$ cat config.mk
export PLATFORM = sky130hd
export DESIGN_NAME = comm_coproc
export DESIGN_NICKNAME = d
export VERILOG_FILES = /design/src/rtl/cc_pkg.sv /design/src/rtl/cc_addr_decode.sv /design/src/rtl/cc_hs_out.sv /design/src/rtl/cc_fifo_in.sv /design/src/rtl/cc_irq_ctrl.sv /design/src/rtl/comm_coproc.sv
export SDC_FILE = /design/constraint.sdc
export NUM_CORES = 1
export LEC_CHECK = 0
export BUFFER_PORTS_ARGS = -buffer_cell sky130_fd_sc_hd__buf_2
export CORE_MARGIN = 2
export CORE_UTILIZATION = 35
export CTS_CLUSTER_DIAMETER = 60
export DETAILED_ROUTE_END_ITERATION = 10
export GPL_TIMING_DRIVEN = 0
export SYNTH_ARGS = -nofsm -noshare
export SYNTH_HDL_FRONTEND = slang
export SYNTH_SLANG_ARGS = --single-unit
export TNS_END_PERCENT = 30
$ cat constraint.sdc
create_clock -name clk -period 2.3 [get_ports clk]
set_input_delay 0.115 -clock clk [delete_from_list [all_inputs] [get_ports clk]]
set_output_delay 0.115 -clock clk [all_outputs]
set_load 0.01 [all_outputs]
$ cat src/rtl/cc_pkg.sv
`timescale 1ns/1ps
package cc_pkg;
    // register windows on the internal bus, indexed by address bits [3:2]
    localparam int NUM_WIN  = 4;
    localparam int WIN_HS   = 0;
    localparam int WIN_FIFO = 1;
    localparam int WIN_STAT = 2;
    localparam int WIN_MASK = 3;
    // interrupt sources
    localparam int NUM_IRQ    = 2;
    localparam int IRQ_ARRIVE = 0;
    localparam int IRQ_SENT   = 1;
endpackage

$ cat src/rtl/cc_addr_decode.sv
`timescale 1ns/1ps
module cc_addr_decode #(
    parameter int ADDR_W  = 5,
    parameter int NUM_WIN = cc_pkg::NUM_WIN
) (
    input  logic               bus_en,
    input  logic [ADDR_W-1:0]  addr,
    output logic [NUM_WIN-1:0] win_sel
);
    localparam int IDX_W = $clog2(NUM_WIN);
    localparam int LSB   = 2;
    localparam int TOP   = LSB + IDX_W;

    logic upper_clear;

    generate
        if (ADDR_W > TOP) begin : g_upper
            assign upper_clear = (addr[ADDR_W-1:TOP] == '0);
        end else begin : g_no_upper
            assign upper_clear = 1'b1;
        end
    endgenerate

    always_comb begin
        win_sel = '0;
        if (bus_en && (addr[LSB-1:0] == '0) && upper_clear) begin
            win_sel[addr[TOP-1:LSB]] = 1'b1;
        end
    end
endmodule

$ cat src/rtl/cc_hs_out.sv
`timescale 1ns/1ps
module cc_hs_out #(
    parameter int DATA_W = 32,
    parameter int CHAN_W = 16
) (
    input  logic              clk,
    input  logic              rst_n,
    input  logic              sel,
    input  logic              wr,
    input  logic [CHAN_W-1:0] wdata,
    input  logic              hs_ack,
    output logic              hs_req,
    output logic [CHAN_W-1:0] hs_data,
    output logic [DATA_W-1:0] rdata,
    output logic              stall,
    output logic              done
);
    typedef struct packed {
        logic              req;
        logic [CHAN_W-1:0] data;
    } hs_state_t;

    hs_state_t st_d, st_q;

    always_comb begin
        st_d  = st_q;
        stall = 1'b0;
        if (st_q.req && hs_ack) begin
            st_d.req = 1'b0;
        end
        if (sel && wr) begin
            if (st_q.req) begin
                stall = 1'b1;
            end else begin
                st_d.req  = 1'b1;
                st_d.data = wdata;
            end
        end
    end

    always_ff @(posedge clk or negedge rst_n) begin
        if (!rst_n) st_q <= '0;
        else        st_q <= st_d;
    end

    assign hs_req  = st_q.req;
    assign hs_data = st_q.data;
    assign rdata   = DATA_W'(st_q.data);
    assign done    = st_q.req && hs_ack;


    req_hold_chk: assert property (@(posedge clk) disable iff (!rst_n)
        (hs_req && !hs_ack) |=> hs_req);

    data_hold_chk: assert property (@(posedge clk) disable iff (!rst_n)
        (hs_req && !hs_ack) |=> $stable(hs_data));

    stall_keep_chk: assert property (@(posedge clk) disable iff (!rst_n)
        stall |=> $stable(hs_data));
endmodule

$ cat src/rtl/cc_fifo_in.sv
`timescale 1ns/1ps
module cc_fifo_in #(
    parameter int DATA_W = 32,
    parameter int CHAN_W = 16,
    parameter int DEPTH  = 4
) (
    input  logic              clk,
    input  logic              rst_n,
    input  logic              sel,
    input  logic              rd,
    input  logic              in_valid,
    input  logic [CHAN_W-1:0] in_data,
    output logic              in_ready,
    output logic [DATA_W-1:0] rdata,
    output logic              arrive
);
    localparam int PTR_W = (DEPTH > 1) ? $clog2(DEPTH) : 1;
    localparam int CNT_W = $clog2(DEPTH + 1);

    typedef struct packed {
        logic [DEPTH-1:0][CHAN_W-1:0] mem;
        logic [PTR_W-1:0]             wr_ptr;
        logic [PTR_W-1:0]             rd_ptr;
        logic [CNT_W-1:0]             cnt;
    } fifo_state_t;

    fifo_state_t st_d, st_q;
    logic empty, full, push, pop;

    function automatic logic [PTR_W-1:0] ptr_next(input logic [PTR_W-1:0] p);
        return (p == PTR_W'(DEPTH - 1)) ? '0 : p + PTR_W'(1);
    endfunction

    always_comb begin
        empty = (st_q.cnt == '0);
        full  = (st_q.cnt == CNT_W'(DEPTH));
        push  = in_valid && !full;
        pop   = sel && rd && !empty;
        st_d  = st_q;
        if (push) begin
            st_d.mem[st_q.wr_ptr] = in_data;
            st_d.wr_ptr           = ptr_next(st_q.wr_ptr);
        end
        if (pop) begin
            st_d.rd_ptr = ptr_next(st_q.rd_ptr);
        end
        case ({push, pop})
            2'b10:   st_d.cnt = st_q.cnt + CNT_W'(1);
            2'b01:   st_d.cnt = st_q.cnt - CNT_W'(1);
            default: st_d.cnt = st_q.cnt;
        endcase
    end

    always_ff @(posedge clk or negedge rst_n) begin
        if (!rst_n) st_q <= '0;
        else        st_q <= st_d;
    end

    assign in_ready = !full;
    assign arrive   = push;
    assign rdata    = (sel && !empty) ? DATA_W'(st_q.mem[st_q.rd_ptr]) : '0;


    fifo_bound_chk: assert property (@(posedge clk) disable iff (!rst_n)
        st_q.cnt <= CNT_W'(DEPTH));

    full_drop_chk: assert property (@(posedge clk) disable iff (!rst_n)
        (!in_ready && !(sel && rd)) |=> $stable(st_q.wr_ptr));

    empty_read_chk: assert property (@(posedge clk) disable iff (!rst_n)
        (sel && rd && empty && !in_valid) |=> (st_q.cnt == '0 && $stable(st_q.rd_ptr)));
endmodule

$ cat src/rtl/cc_irq_ctrl.sv
`timescale 1ns/1ps
module cc_irq_ctrl #(
    parameter int DATA_W  = 32,
    parameter int NUM_SRC = cc_pkg::NUM_IRQ
) (
    input  logic               clk,
    input  logic               rst_n,
    input  logic [NUM_SRC-1:0] src_set,
    input  logic               stat_sel,
    input  logic               mask_sel,
    input  logic               bus_wr,
    input  logic [NUM_SRC-1:0] bus_wdata,
    output logic [DATA_W-1:0]  stat_rdata,
    output logic [DATA_W-1:0]  mask_rdata,
    output logic               irq
);
    typedef struct packed {
        logic [NUM_SRC-1:0] pend;
        logic [NUM_SRC-1:0] mask;
        logic               irq;
    } irq_state_t;

    irq_state_t st_d, st_q;
    logic [NUM_SRC-1:0] clr;

    always_comb begin
        st_d      = st_q;
        clr       = (stat_sel && bus_wr) ? bus_wdata : '0;
        st_d.pend = (st_q.pend & ~clr) | src_set;
        if (mask_sel && bus_wr) begin
            st_d.mask = bus_wdata;
        end
        st_d.irq  = |(st_q.pend & st_q.mask);
    end

    always_ff @(posedge clk or negedge rst_n) begin
        if (!rst_n) st_q <= '0;
        else        st_q <= st_d;
    end

    assign stat_rdata = DATA_W'(st_q.pend);
    assign mask_rdata = DATA_W'(st_q.mask);
    assign irq        = st_q.irq;

    generate
        for (genvar i = 0; i < NUM_SRC; i++) begin : g_src

            set_wins_chk: assert property (@(posedge clk) disable iff (!rst_n)
                src_set[i] |=> st_q.pend[i]);

            w1c_chk: assert property (@(posedge clk) disable iff (!rst_n)
                (stat_sel && bus_wr && bus_wdata[i] && !src_set[i]) |=> !st_q.pend[i]);
        end
    endgenerate


    irq_rise_chk: assert property (@(posedge clk) disable iff (!rst_n)
        (|(st_q.pend & st_q.mask)) |=> irq);

    irq_fall_chk: assert property (@(posedge clk) disable iff (!rst_n)
        !(|(st_q.pend & st_q.mask)) |=> !irq);
endmodule

$ cat src/rtl/comm_coproc.sv
`timescale 1ns/1ps
module comm_coproc #(
    parameter int ADDR_W     = 5,
    parameter int DATA_W     = 32,
    parameter int CHAN_W     = 16,
    parameter int FIFO_DEPTH = 4
) (
    input  logic              clk,
    input  logic              rst_n,
    input  logic              cpu_sel,
    input  logic              cpu_wr,
    input  logic [ADDR_W-1:0] cpu_addr,
    input  logic [DATA_W-1:0] cpu_wdata,
    output logic [DATA_W-1:0] cpu_rdata,
    output logic              cpu_ready,
    output logic              cpu_irq,
    output logic              hs_req,
    output logic [CHAN_W-1:0] hs_data,
    input  logic              hs_ack,
    input  logic              in_valid,
    input  logic [CHAN_W-1:0] in_data,
    output logic              in_ready
);
    import cc_pkg::*;

    logic [NUM_WIN-1:0] win_sel;
    logic [DATA_W-1:0]  win_rdata [NUM_WIN];
    logic               bus_wr, bus_rd;
    logic               hs_stall, hs_done, fifo_arrive;
    logic [NUM_IRQ-1:0] src_set;
    logic               unused_wdata;

    assign bus_wr       = cpu_sel && cpu_wr;
    assign bus_rd       = cpu_sel && !cpu_wr;
    assign unused_wdata = ^cpu_wdata[DATA_W-1:CHAN_W];

    cc_addr_decode #(.ADDR_W(ADDR_W), .NUM_WIN(NUM_WIN)) u_dec (
        .bus_en  (cpu_sel),
        .addr    (cpu_addr),
        .win_sel (win_sel)
    );

    cc_hs_out #(.DATA_W(DATA_W), .CHAN_W(CHAN_W)) u_hs (
        .clk     (clk),
        .rst_n   (rst_n),
        .sel     (win_sel[WIN_HS]),
        .wr      (bus_wr),
        .wdata   (cpu_wdata[CHAN_W-1:0]),
        .hs_ack  (hs_ack),
        .hs_req  (hs_req),
        .hs_data (hs_data),
        .rdata   (win_rdata[WIN_HS]),
        .stall   (hs_stall),
        .done    (hs_done)
    );

    cc_fifo_in #(.DATA_W(DATA_W), .CHAN_W(CHAN_W), .DEPTH(FIFO_DEPTH)) u_fifo (
        .clk      (clk),
        .rst_n    (rst_n),
        .sel      (win_sel[WIN_FIFO]),
        .rd       (bus_rd),
        .in_valid (in_valid),
        .in_data  (in_data),
        .in_ready (in_ready),
        .rdata    (win_rdata[WIN_FIFO]),
        .arrive   (fifo_arrive)
    );

    always_comb begin
        src_set             = '0;
        src_set[IRQ_ARRIVE] = fifo_arrive;
        src_set[IRQ_SENT]   = hs_done;
    end

    cc_irq_ctrl #(.DATA_W(DATA_W), .NUM_SRC(NUM_IRQ)) u_irq (
        .clk        (clk),
        .rst_n      (rst_n),
        .src_set    (src_set),
        .stat_sel   (win_sel[WIN_STAT]),
        .mask_sel   (win_sel[WIN_MASK]),
        .bus_wr     (bus_wr),
        .bus_wdata  (cpu_wdata[NUM_IRQ-1:0]),
        .stat_rdata (win_rdata[WIN_STAT]),
        .mask_rdata (win_rdata[WIN_MASK]),
        .irq        (cpu_irq)
    );

    always_comb begin
        cpu_rdata = '0;
        for (int w = 0; w < NUM_WIN; w++) begin
            if (win_sel[w] && bus_rd) cpu_rdata = cpu_rdata | win_rdata[w];
        end
    end

    assign cpu_ready = !hs_stall;


    ready_low_chk: assert property (@(posedge clk) disable iff (!rst_n)
        !cpu_ready |-> (cpu_sel && cpu_wr && hs_req));

    stray_read_chk: assert property (@(posedge clk) disable iff (!rst_n)
        (cpu_sel && !cpu_wr && (win_sel == '0)) |-> (cpu_rdata == '0));
endmodule

==> key figures, run 1 <==
Timing
  • Setup TNS: 0 ns
  • Worst Skew: 0.00884 ns
  • Slew Viols, Final: 0
  • Hold Fails Final Rpt: 0
  • Fin crit share: 93.5%
  • Slew headroom: 60.1%
  • Final min period: 2.15 ns
  • Maximum clock frequency: 0.465 GHz
  • RSZ-0062 raised after global routing: no
  • Final setup viols: 0
  • Slew of the pin with the lowest slew margin: just under 0.6 ns

Floorplan
  • Die height: 118 um
  • I/O Pins: roughly 110
  • Starting density of the core: 36.1%
  • Row Count: 41
  • Core area: around 0.013 mm^2
  • Die area: 0.0140 mm^2
  • Die width: 118 um

Global route
  • GRT overflow: 0
  • GRT Resource Usage Total: about 14%
  • Initial antenna violation count: 1
  • Largest net degree at the start of global routing: 64
  • Vias in the first global route: 2924
  • First-pass GRT wire length: 15.4 mm

Pwr
  • Pint: 4420 uW
  • Sw Share: about 28%
  • Power Density: 1100 mW/mm^2
  • Peak supply drop: 427 uV
  • Leakage: about 0.0026 uW
  • Total power: 6150 uW
  • Share of power burned in registers: 43.3%
  • Combinational share of power: 33.0%
  • Clock power frac: 23.7%
  • P_sw: 1730 uW

Setup path
  • Max stage delay on crit path: approximately 0.40 ns
  • Critical Path AT: 2.40 ns
  • CP max FO: 7
  • Startpoint Class: flip-flop
  • Crit-path leading delay family: simple AND/OR/NAND/NOR gates
  • R2r setup slk: 0.15 ns
  • Most used cell, CP: xor2_1
  • Crit path cell chain: or3b_1 -> buf_6 -> nand2_2 -> ha_1 -> inv_1 -> fa_1 -> xor2_1 -> nor2_1 -> xor2_1
  • Crit path capture type: flip-flop
  • CP max stage cell: or3b_1
  • Number of buffers and inverters on the critical path: 2
  • Required time of the critical path: approximately 2.6 ns
  • Critical path class: reg2reg
  • CP Launch Point: u_fifo.st_q[1]
  • Worst R2R Start: u_fifo.st_q[1]

Finish
  • Layout cells sized above 1: approximately three fifths
  • Net count, final: 464
  • Design area: 0.00559 mm^2
  • Ant diodes: 0
  • P&R area growth vs syn: 22.4%

Placement
  • Placed cell areas: 0.00525 mm^2
  • Placer congestion estimate: about 0.74
  • DP HPWL: 6.76 mm
  • PortBufs: 76

Routing
  • DR pass1 iterations: 4
  • Total Routed Length: 9.42 mm
  • Vias: 2736
  • DRC viols: 0
  • DRT iter0 DRCs: approximately 170
  • Via density: 4.77
  • Antenna Nets Post-Route: 0
  • Per-cell routed wire length: 16.4 um

Logic synthesis
  • Synth Warn #: 0
  • Largest area contributor in the netlist: dfrtp_1
  • Largest cells by area after synthesis: dfrtp_1 51%, mux2_2 19%, mux4_2 7.9%
  • Mapped Area: 0.00457 mm^2
  • Yosys reg bits: 93
  • Netlist cell types: 34
  • Number of flops mapped to enable cells by yosys: 0
  • Synth top area share: 50.9%
  • Asr flop ratio synth: 100%
  • Syn Inst Count: 291
  • Syn avg cell area: ~16 um^2
  • Synth Flop Type: dfrtp_1
  • Sequential share of the synthesized area: approximately half

CTS
  • Clock buffer depth: 2
  • Clock slew at reported path FFs: 0.06 ns
  • TritonCTS clock tree: yes
  • Insertion delay to the later sink of the worst-skew pair: between 0.3 and 0.4 ns
  • Num CTS Buffers: 9
  • CTS Root Cell: clkbuf_16
  • CTS Sinks: 93
  • # H-tree levels: 3

Job
  • Max cap viols: 0

Run status
  • Status: completed

Min path
  • Min-delay src: cpu_wdata[4]
  • Hold Crit Class: in2reg
==> cell usage in the layout (no fill, tap or decap), drive strengths merged <==
cell type / n
inv: 6
ha: 6
mux4: 16
dlygate4sd3: 3
nand4b: 3
conb: 16
nand2: 1
dfrtp: 93
nor4bb: 1
a22o: 17
or3b: 1
nor3b: 1
fa: 1
bufinv: 1
nor3: 3
or4bb: 1
xor2: 2
buf: 108
clkinv: 3
or2: 1
nor2: 4
o21ai: 1
nand3: 6
mux2i: 3
a221o: 2
nor4b: 1
mux2: 86
nor2b: 1
clkbuf: 12
xnor2: 1
and4bb: 1
==> logic make-up after synthesis <==
kind of cell,count (synthesis),share of synthesized area (%)
DFF,93,50.9
muxes,105,30.5
adders and majority gates,7,2.08
buffers and inverters,37,6.32
xor gates and xnor gates,3,0.575
AOI/OAI and AO/OA,20,4.08
and+or+nand+nor,25,5.47
other,1,0.0820
==> registers in the layout, indices dropped and copies added (netlist names) <==
| name | cells |
|---|---|
| u_fifo.st_q | 71 |
| u_hs.hs_req | 1 |
| u_irq.mask_rdata | 2 |
| u_hs.hs_data | 16 |
| u_irq.stat_rdata | 2 |
| u_irq.irq | 1 |
==> path summary, 6_finish.rpt <==
kind	cells past startpoint	endpoint
setup / recovery	9	u_fifo.st_q[2]
hold / removal	2	u_hs.hs_data[4]
setup reg to reg	9	u_fifo.st_q[2]
hold reg to reg	1	u_fifo.st_q[2]
max in group asynchronous	3	u_fifo.st_q[69]
min in group asynchronous	2	u_fifo.st_q[9]
==> layout make-up <==
class	instances	area, um^2
clock inverters	4	48.8
inverters	6	22.5
repair buffers	81	448
well taps	172	215
clock buffers	11	243
plain buffers	31	275
fillers	1155	7080
flip-flops and latches	93	2330
multi-input cells	176	2010
==> power groups by stage <==
stage	Combinational (uW)	Sequential, uW	Clock [uW]
floorplan	1570	2600	0
global placement	1970	2660	0
detailed placement	2030	2700	0
CTS	2040	2670	1510
global route	2200	2760	1570
finish	2030	2670	1460
==> repair_timing <==
action | in CTS | in global routing
hold buffers | 3 | 0
hold endpoints to repair | 32 | 0
setup endpoints to repair | 9 | 7
pin swaps | 0 | 1
resized for setup | 1 | 3
setup buffers | 0 | 1
==> metrics by stage <==
step | worst slack, ns | hold WS (ns) | util [%] | cells
final | 0.150 | 0.0118 | 44.1 | 574
after global routing | 0.00203 | 0.00285 | 44.1 | 574
after CTS | 0.0421 | 0.000764 | 44.0 | 573
after detailed placement | -0.0888 | 0.0901 | 41.5 | 555
after global placement | -0.0315 | 0.320 | 41.2 | 554
after floorplan | 0.225 | -0.181 | - | 306
==> Yosys cell counts (2+ instances only) <==
library cell and instances:
nand4b_1 3, mux2_2 77, a22o_2 10, ha_1 6
buf_6 4, dfrtp_1 93, mux2i_1 3, a22o_1 7
buf_4 19, mux4_2 16, nor3_1 3, mux2_4 9
nor2_1 4, buf_8 4, xor2_1 2, inv_1 6
a221o_1 2, nand3_4 5, buf_2 3
==> routing by layer <==
layer / vias to the layer above / part of all wire, % / track usage (%)
li1: 1258 / - / -
met4: 2 / 1.1 / 4.52
met2: 74 / 48 / 22.7
met1: 1393 / 46 / 18.6
met3: 9 / 4.8 / 3.62
met5: - / 0.14 / 0
Note: power is estimated with default switching activity, not from simulation.
==> inputs of run 2 (changes only) <==
--- a/config.mk
+++ b/config.mk
@@ -7,10 +7,10 @@
 export LEC_CHECK = 0
 export BUFFER_PORTS_ARGS = -buffer_cell sky130_fd_sc_hd__buf_2
 export CORE_MARGIN = 2
-export CORE_UTILIZATION = 35
+export CORE_UTILIZATION = 54
 export CTS_CLUSTER_DIAMETER = 60
 export DETAILED_ROUTE_END_ITERATION = 10
-export GPL_TIMING_DRIVEN = 0
+export PLACE_DENSITY = 0.81
 export SYNTH_ARGS = -nofsm -noshare
 export SYNTH_HDL_FRONTEND = slang
 export SYNTH_SLANG_ARGS = --single-unit
==> run 2 against run 1 <==
Effect of this change:
- highest routed layer is now met4
- routed wire length shrank 3.7%
- sequential power up 2%
- global-route usage is 6.8 points higher
- worst hold slack better by 0.0052 ns
- critical path depth down 5
- via count rose by 1.3%
- first-iteration DRC count down 62%
- clock skew is 0.0027 ns lower
- count of clock-buffer cells in the layout is 1 lower
- largest cell class unchanged
==> key figures, run 2 (same netlist as run 1, synthesis figures left out) <==
Run status
  • Status: completed (unchanged)

Finish
  • Max reg flops: 71 (unchanged)
  • Layout cells sized above 1: 56.8% (was 60.7%)
  • Ant diodes: 0 (unchanged)
  • Largest reg by FF count: u_fifo.st_q (unchanged)
  • Design area: 0.00538 mm^2 (was 0.00559 mm^2)
  • Commonest non-fill, non-tap cells in the layout: 92 x dfrtp_1, 77 x mux2_2, 77 x buf_2 (was 93 x dfrtp_1, 78 x buf_2, 77 x mux2_2, 19 x buf_4)
  • Net count, final: 457 (was 464)
  • Commonest non-fill, non-tap cell in the layout: dfrtp_1 (unchanged)
  • P&R area growth vs syn: 17.7% (was 22.4%)

Pwr
  • Share of power burned in registers: 45.8% (was 43.3%)
  • Sw Share: 29.1% (was 28.2%)
  • P_sw: 1730 uW (about the same)
  • Peak supply drop: 521 uV (was 427 uV)
  • Pint: 4220 uW (was 4420 uW)
  • Combinational share of power: 32.4% (was 33.0%)
  • Clock power frac: 21.8% (was 23.7%)
  • Leakage: 0.00254 uW (was 0.00264 uW)
  • Power Density: 1110 mW/mm^2 (was 1100 mW/mm^2)

Timing
  • Maximum clock frequency: 0.463 GHz (was 0.465 GHz)
  • RSZ-0062 raised after global routing: no (unchanged)
  • Final setup viols: 0 (unchanged)
  • Slew Viols, Final: 0 (unchanged)
  • Fin crit share: 94.0% (was 93.5%)
  • Slew of the pin with the lowest slew margin: 0.594 ns (was 0.590 ns)
  • Hold Fails Final Rpt: 0 (unchanged)
  • Setup TNS: 0 ns (unchanged)
  • Worst Skew: 0.00613 ns (was 0.00884 ns)
  • Final min period: 2.16 ns (was 2.15 ns)
  • Slew headroom: 60.4% (was 60.1%)

Routing
  • M1 wire length: 3.92 mm (was 4.36 mm)
  • WL met2: 4.61 mm (was 4.49 mm)
  • DR pass1 iterations: 4 (unchanged)
  • Vias: 2771 (was 2736)
  • Antenna Nets Post-Route: 0 (unchanged)
  • DRC viols: 0 (unchanged)
  • Uppermost layer routed: met4 (was met5)
  • DRT iter0 DRCs: 63 (was 165)
  • Total Routed Length: 9.07 mm (was 9.42 mm)
  • Per-cell routed wire length: 18.1 um (was 16.4 um)
  • Routed length on met3: 376 um (was 452 um)
  • Via density: 5.53 (was 4.77)

CTS
  • Insertion delay to the later sink of the worst-skew pair: 0.36 ns (was 0.34 ns)
  • # H-tree levels: 3 (unchanged)
  • Num CTS Buffers: 9 (unchanged)
  • CTS Root Cell: clkbuf_8 (was clkbuf_16)
  • TritonCTS clock tree: yes (unchanged)
  • CTS Sinks: 93 (unchanged)
  • Clock slew at reported path FFs: 0.09 ns (was 0.06 ns)
  • Clock buffer depth: 2 (unchanged)

Global route
  • First-pass GRT wire length: 14.2 mm (was 15.4 mm)
  • Largest net degree at the start of global routing: 48 (was 64)
  • GRT overflow: 0 (unchanged)
  • Vias in the first global route: 2822 (was 2924)
  • Initial antenna violation count: 0 (was 1)
  • GRT Resource Usage Total: 20.9% (was 14.1%)

Floorplan
  • Die area: 0.00922 mm^2 (was 0.0140 mm^2)
  • Starting density of the core: 55.6% (was 36.1%)
  • Core area: 0.00822 mm^2 (was 0.0127 mm^2)
  • Row Count: 33 (was 41)
  • I/O Pins: 111 (unchanged)
  • Die height: 96 um (was 118 um)
  • Die width: 96 um (was 118 um)

Setup path
  • Required time of the critical path: 2.18 ns (was 2.55 ns)
  • Startpoint Class: flip-flop (unchanged)
  • CP max FO: 9 (was 7)
  • Critical path class: reg2out (was reg2reg)
  • Critical Path AT: 2.05 ns (was 2.40 ns)
  • Crit path capture type: output pin (was flip-flop)

Placement
  • Placer congestion estimate: 0.798 (was 0.744)
  • PortBufs: 78 (was 76)
  • Placed cell areas: 0.00498 mm^2 (was 0.00525 mm^2)
  • DP HPWL: 6.29 mm (was 6.76 mm)

Min path
  • Hold Crit Class: in2reg (unchanged)

Job
  • Max cap viols: 0 (unchanged)
run 2: worst paths after layout:
path / start / to / slack, ns / cells after the start
max reg2reg: u_fifo.st_q[0] / u_fifo.st_q[2] / 0.20 / 8
max in group asynchronous: rst_n / u_fifo.st_q[45] / 1.31 / 3
min reg2reg: u_fifo.st_q[36] / u_fifo.st_q[36] / 0.51 / 1
min: cpu_wdata[1] / u_irq.mask_rdata[1] / 0.02 / 2
min in group asynchronous: rst_n / u_fifo.st_q[41] / 0.27 / 2
max: u_fifo.st_q[3] / cpu_rdata[5] / 0.14 / 4
run 2: worst max-delay path, cell delays in order (launching register included):
cell and delay, ns:
dfrtp_2 0.55, buf_4 0.23, mux4_2 0.54, a22o_2 0.22, buf_2 0.14
run 2: metal layers:
layer / global-route usage (%) / vias up
li1: - / 1253
met1: 26.7 / 1422
met2: 34.9 / 84
met3: 3.99 / 12
met4: 8.93 / 0
met5: 0 / -
run 2: final cells by class:
class	count	area, um^2
Tap cell	105	131
Clock buffer	10	128
Sequential cell	93	2330
Timing Repair Buffer	105	648
Inverter	6	22.5
Multi-Input combinational cell	176	2010
Fill cell	576	2840
Clock inverter	6	111
run 2: metrics by stage:
step	total power, uW	utilization (%)	std cells	hold WS [ns]	setup WS [ns]
after global routing	6270	65.5	501	0.0142	0.0335
final	5950	65.5	501	0.0170	0.139
after floorplan	4180	-	306	-0.181	0.225
after global placement	4500	60.6	469	0.145	0.280
after CTS	5960	65.5	501	0.00887	0.116
after detailed placement	4660	60.6	469	0.154	0.243
run 2: power by group through the flow:
| stage | logic (uW) | clock network [uW] | registers (uW) |
|---|---|---|---|
| finish | 1930 | 1300 | 2720 |
| detailed placement | 1920 | 0 | 2740 |
| global placement | 1830 | 0 | 2680 |
| global route | 2100 | 1370 | 2800 |
| CTS | 1950 | 1300 | 2710 |
| floorplan | 1570 | 0 | 2600 |
run 2: repair_timing:
action	CTS	global route
hold endpoints to repair	59	0
buffers inserted	0	0
gates resized for setup	1	0
setup endpoints to repair	3	0
hold buffers	16	0
